`src/rtl/nrdiv_pkg.sv`:
```
package nrdiv_pkg;

    // direction of the arithmetic in one step
    typedef enum logic {
        DIR_ADD = 1'b0,
        DIR_SUB = 1'b1
    } nrdiv_dir_e;

    // direction rule: matching Q and M means the remainder and divisor agree in sign
    function automatic nrdiv_dir_e pick_dir(input logic q, input logic m);
        return (q == m) ? DIR_SUB : DIR_ADD;
    endfunction

endpackage

```
`src/rtl/nrdiv_step_core.sv`:
```
module nrdiv_step_core
    import nrdiv_pkg::*;
#(
    parameter int W = 32
) (
    input  logic [W-1:0] rem_i,
    input  logic [W-1:0] dvs_i,
    input  logic         q_i,
    input  logic         m_i,
    input  logic         t_i,
    output logic [W-1:0] rem_o,
    output logic         q_o,
    output logic         t_o
);

    logic         top_bit;
    logic [W-1:0] shifted;
    logic [W-1:0] sum;
    logic         cy;
    nrdiv_dir_e   dir;

    always_comb begin
        top_bit = rem_i[W-1];
        shifted = {rem_i[W-2:0], t_i};
        dir     = pick_dir(q_i, m_i);
        if (dir == DIR_SUB) begin
            sum = shifted - dvs_i;
            cy  = (sum > shifted);     // borrow out
        end else begin
            sum = shifted + dvs_i;
            cy  = (sum < shifted);     // carry out
        end
        rem_o = sum;
        q_o   = top_bit ^ cy ^ m_i;
        t_o   = (q_o == m_i);
    end

endmodule

```
`src/rtl/nrdiv_seq.sv`:
```
module nrdiv_seq #(
    parameter int W = 32
) (
    input  logic         clk,
    input  logic         rst_n,
    input  logic         go,
    input  logic [W-1:0] dividend,
    input  logic [W-1:0] divisor,
    output logic         busy,
    output logic         done,
    output logic [W-1:0] quotient
);

    localparam int             CNT_W = (W > 2) ? $clog2(W) : 1;
    localparam logic [CNT_W-1:0] LAST = CNT_W'(W - 1);

    typedef struct packed {
        logic [W-1:0]     rem;
        logic [W-1:0]     bits;   // dividend bits out the top, quotient bits in the bottom
        logic [W-1:0]     dvs;
        logic             q;
        logic             t;
        logic [CNT_W-1:0] cnt;
        logic             busy;
        logic             done;
    } seq_st_t;

    seq_st_t st_d, st_q;

    logic [W-1:0] core_rem;
    logic         core_q;
    logic         core_t;

    nrdiv_step_core #(.W(W)) core_i (
        .rem_i (st_q.rem),
        .dvs_i (st_q.dvs),
        .q_i   (st_q.q),
        .m_i   (1'b0),
        .t_i   (st_q.bits[W-1]),
        .rem_o (core_rem),
        .q_o   (core_q),
        .t_o   (core_t)
    );

    always_comb begin
        st_d      = st_q;
        st_d.done = 1'b0;
        if (st_q.busy) begin
            st_d.bits = {st_q.bits[W-2:0], st_q.t};
            st_d.rem  = core_rem;
            st_d.q    = core_q;
            st_d.t    = core_t;
            st_d.cnt  = st_q.cnt + 1'b1;
            if (st_q.cnt == LAST) begin
                st_d.busy = 1'b0;
                st_d.done = 1'b1;
            end
        end else if (go) begin
            st_d.rem  = '0;
            st_d.bits = dividend;
            st_d.dvs  = divisor;
            st_d.q    = 1'b0;
            st_d.t    = 1'b0;
            st_d.cnt  = '0;
            st_d.busy = 1'b1;
        end
    end

    always_ff @(posedge clk or negedge rst_n) begin
        if (!rst_n) begin
            st_q <= '0;
        end else begin
            st_q <= st_d;
        end
    end

    assign busy     = st_q.busy;
    assign done     = st_q.done;
    assign quotient = {st_q.bits[W-2:0], st_q.t};

endmodule

```
`src/rtl/nrdiv_top.sv`:
```
module nrdiv_top #(
    parameter int W = 32
) (
    input  logic         clk,
    input  logic         rst_n,
    input  logic         step_go,
    input  logic [W-1:0] step_rem_in,
    input  logic [W-1:0] step_dvs,
    input  logic         step_q_in,
    input  logic         step_m,
    input  logic         step_t_in,
    output logic         step_done,
    output logic [W-1:0] step_rem,
    output logic         step_q,
    output logic         step_t,
    input  logic         div_go,
    input  logic [W-1:0] dividend,
    input  logic [W-1:0] divisor,
    output logic         div_busy,
    output logic         div_done,
    output logic [W-1:0] quotient
);

    typedef struct packed {
        logic [W-1:0] rem;
        logic         q;
        logic         t;
        logic         done;
    } step_st_t;

    step_st_t st_d, st_q;

    logic [W-1:0] core_rem;
    logic         core_q;
    logic         core_t;

    nrdiv_step_core #(.W(W)) step_core_i (
        .rem_i (step_rem_in),
        .dvs_i (step_dvs),
        .q_i   (step_q_in),
        .m_i   (step_m),
        .t_i   (step_t_in),
        .rem_o (core_rem),
        .q_o   (core_q),
        .t_o   (core_t)
    );

    always_comb begin
        st_d      = st_q;
        st_d.done = step_go;
        if (step_go) begin
            st_d.rem = core_rem;
            st_d.q   = core_q;
            st_d.t   = core_t;
        end
    end

    always_ff @(posedge clk or negedge rst_n) begin
        if (!rst_n) begin
            st_q <= '0;
        end else begin
            st_q <= st_d;
        end
    end

    assign step_done = st_q.done;
    assign step_rem  = st_q.rem;
    assign step_q    = st_q.q;
    assign step_t    = st_q.t;

    nrdiv_seq #(.W(W)) seq_i (
        .clk      (clk),
        .rst_n    (rst_n),
        .go       (div_go),
        .dividend (dividend),
        .divisor  (divisor),
        .busy     (div_busy),
        .done     (div_done),
        .quotient (quotient)
    );

endmodule

```
`config.mk`:
```
export PLATFORM = sky130hd
export DESIGN_NAME = nrdiv_top
export DESIGN_NICKNAME = d
export VERILOG_FILES = /design/src/rtl/nrdiv_pkg.sv /design/src/rtl/nrdiv_step_core.sv /design/src/rtl/nrdiv_seq.sv /design/src/rtl/nrdiv_top.sv
export SDC_FILE = /design/constraint.sdc
export NUM_CORES = 1
export LEC_CHECK = 0
export ABC_AREA = 1
export BUFFER_PORTS_ARGS = -buffer_cell sky130_fd_sc_hd__buf_2
export CELL_PAD_IN_SITES_DETAIL_PLACEMENT = 1
export CELL_PAD_IN_SITES_GLOBAL_PLACEMENT = 1
export CORE_MARGIN = 8
export CORE_UTILIZATION = 34
export DETAILED_ROUTE_END_ITERATION = 8
export PLACE_DENSITY = 0.75
export SYNTH_ARGS = -nofsm -noshare
export SYNTH_HDL_FRONTEND = slang
export SYNTH_SLANG_ARGS = --single-unit
```
`constraint.sdc`:
```
create_clock -name clk -period 5.9 [get_ports clk]
set_clock_uncertainty 0.2 [all_clocks]
set_input_delay 0.59 -clock clk [delete_from_list [all_inputs] [get_ports clk]]
set_output_delay 0.59 -clock clk [all_outputs]
set_load 0.01 [all_outputs]
```
==> summary.md <==
| Metric | Value |
|---|---|
| Status | completed |
| Initial drt markers | 1,010 |
| Placer Congestion | 1.02 |
| Worst Hold Depth | 3 |
| Starting Density | 34.4% |
| Reg clk slew, reported paths | 70 ps |
| CTS sink cnt | 140 |
| Leakage | 0.0102 uW |
| Overall Power | 12,800 uW |
| Final Cycle Share | 73.5% |
| Syn nets | 3,020 |
| GRT Overall Usage | 24.7% |
| Seq. cell area | 0.00350 mm2 |
| TritonCTS Buffers | 17 |
| I/O pin cnt | 204 |
| Worst path required time | 6080 ps |
| Post-synth top area share | 20.3% |
| Max IR drop VDD | 338 uV |
| Via density | 5.37 |
| Worst hold path class | in2reg |
| Setup CP Type | reg2reg |
| DRC | 0 |
| Synth Register Bits | 140 |
| Slew margin rel. | 17.7% |
| Reg-to-reg slack, setup | 1570 ps |
| Final wirelength | 72,200 um |
| H-tree depth | 4 |
| Worst-margin pin slew | 1230 ps |
| PwrDens | 665 mW/mm2 |
| Dpl hpwl | 60,300 um |
| Synth unique cells | 58 |
| Core Area | 0.0502 mm2 |
| Final setup fails | 0 |
| Peak Freq | 231 MHz |
| Initial antenna violation count | 4 |
| First-pass DRT Iterations | 5 |
| Yosys top cell by area | dfrtp_1 |
| Clock Tree Root | clkbuf_16 |
| Fillcell total | 6,641 |
| Fin. Hold Viols | 0 |
| RSZ-0062 raised after global routing | false |
| Max-cap violation count | 0 |
| GRT Residual Overflow | 0 |
| Die X-Extent | 241 um |
| Hold wc startpoint | divisor[31] |
| Pin count of the biggest net entering global routing | 67 |
| Drt wl/cell | 20.9 um |
| Mean Syn Cell Area | 6.56 um2 |
| Startpoint types | flop |
| Vias | 18,500 |
| Worst skew pair latency | 500 ps |
| Number of routed nets with antenna violations | 0 |
| CTS Buffer Depth | 2 |
| Worst reg2reg path depth | 21 |
| Fraction of layout cells with a size suffix above 1 | 12.4% |
| Vias in the first global route | 20,000 |
| CTS tree | built |
| Reg-to-reg startpoint | seq_i.st_q[90] |
| Worst endpoint data arrival time | 4510 ps |
| Die ar. | 0.0583 mm2 |
| Post-CTS Resized | 0 |
| Post-CTS Setup Inserts | 0 |
| Max-slew violations | 0 |
| First-pass GRT wire length | 112,000 um |
| Nets | 3,148 |
| Crit Path Max Fanout | 9 |
| Post-synthesis sequential area ratio | 20.3% |
| PortBufs | 203 |
| Critical Path End Type | flop |
| TNS Setup | 0 ps |
| Hold Path End | seq_i.st_q[40] |
| Synth warnings | 0 |
| Post-Syn Instances | 2,631 |
| Cell Area, Synth | 0.0173 mm2 |
| Area growth from synthesis to layout | 11.4% |
| Die Height | 241 um |
| Minimum clock period | 4330 ps |
| Synth top area cells | dfrtp_1 20%, ha_1 18%, nand2_1 14% |
| Reg-to-reg endpoint | seq_i.quotient[0] |
| Footprint of the multi-input gates | 0.0118 mm2 |
| Core Rows | 82 |
-- worst max-delay path: stages (launching register included) --
cell and delay [ps]:
dfrtp_1 400, ha_1 430, a21oi_1 330, o21ai_0 200, a21oi_1 420, nor2_1 80, nor2_1 230, nand3_1 120
nand2_1 100, inv_1 50, ha_1 300, a21oi_1 160, o21ai_0 150, a21oi_1 360, o21a_1 190, nand2_1 50
nand2_1 100, nand2_1 70, nand2_1 70, nand2_1 60, nand2_1 60, nand2_1 70
-- metal layers --
layer | GRT usage (%) | wire [um] | vias to the layer above | share of wire [%]
met5 | 0 | 0 | - | 0
met4 | 10.7 | 2840 | 0 | 3.9
met3 | 3.86 | 3390 | 141 | 4.7
met2 | 42.4 | 34800 | 475 | 48
met1 | 30.4 | 31200 | 9050 | 43
li1 | - | - | 8847 | -
-- layout by cell type (no fill, tap or decap), types with 9 or more instances in the layout --
master and count:
nand2_1 646, inv_1 347, ha_1 250, nor2_1 218
a21oi_1 208, buf_2 202, o21ai_0 178, nand3_1 163
dfrtp_1 139, xor2_1 55, nor3_1 32, nand4_1 28
o21ai_1 24, nand2_2 21, inv_2 19, o22ai_1 19
a22oi_1 18, clkbuf_16 17, o211ai_1 15, a21oi_2 14
a21o_1 13, o21a_1 12, buf_4 12, a31oi_1 9
-- worst max-delay path by stage --
stage	to	slack (ps)	depth (start not counted)	startpoint
finish	seq_i.quotient[0]	1570	21	seq_i.st_q[90]
global route	seq_i.quotient[0]	1240	26	seq_i.st_q[85]
CTS	seq_i.quotient[0]	1550	21	seq_i.st_q[90]
detailed placement	step_q	1170	24	step_rem_in[3]
global placement	step_q	1240	22	step_rem_in[17]
floorplan	step_q	2400	24	step_dvs[4]
-- Yosys cell counts, drive strengths merged --
master / count
a211oi: 2
a21boi: 5
a21o: 14
a21oi: 226
a221oi: 1
a22o: 2
a22oi: 18
a31oi: 9
and3: 3
buf: 77
clkbuf: 30
clkinv: 4
dfrtp: 140
fa: 4
ha: 250
inv: 368
nand2: 668
nand2b: 1
nand3: 165
nand3b: 3
nand4: 28
nor2: 226
nor3: 33
nor4: 8
nor4b: 1
o2111ai: 4
o211ai: 17
o21a: 12
o21ai: 210
o21bai: 10
o221ai: 2
o22ai: 20
or2: 6
xnor2: 5
xor2: 59
-- kinds of logic after synthesis --
group,share of synthesized area [%]
buf+inv,11.7
xor+xnor,3.42
simple gates,27.6
flops,20.3
fa+ha+maj,18.6
compound gates,18.5
-- per-stage QoR --
step	instances	instance area (um2)	util (%)	setup WS [ps]	hold slack, ps
after CTS	3444	19200	38.3	1550	54.4
after detailed placement	3411	18600	37.1	1170	261
after floorplan	2631	17300	-	2400	94.4
after global routing	3448	19200	38.3	1240	83.0
final	3448	19200	38.3	1570	95.8
after global placement	3411	18600	37.1	1240	263
-- registers in the layout (all words and copies together) (netlist names) --
| name | count |
|---|---|
| step_q | 1 |
| seq_i.quotient | 32 |
| seq_i.busy | 1 |
| seq_i.st_q | 71 |
| step_rem | 32 |
| seq_i.done | 1 |
| step_done | 1 |
| step_t | 1 |
-- where the power goes --
part | internal [uW] | switching [uW] | total, uW | leakage, uW
combinational | 3240 | 6640 | 9880 | 0.00820
sequential | 1400 | 343 | 1750 | 0.00166
clock | 605 | 559 | 1160 | 0.000298
total | 5250 | 7540 | 12800 | 0.0102
-- final cells by class --
type                       count  area share [%]
antenna                        4          0.0520
clock buffer                  17            2.21
clock inverter                15           0.917
inverter                     372            7.28
multi-input combinational   2012            61.1
sequential                   140            18.2
tap                          672            4.37
timing repair buffer         216            5.83
-- timing repair --
item / CTS / global route
setup endpoints to repair: 0 / 0
hold endpoints to repair: 56 / 0
hold buffers: 1 / 0
(Power assumes the default switching activity.)
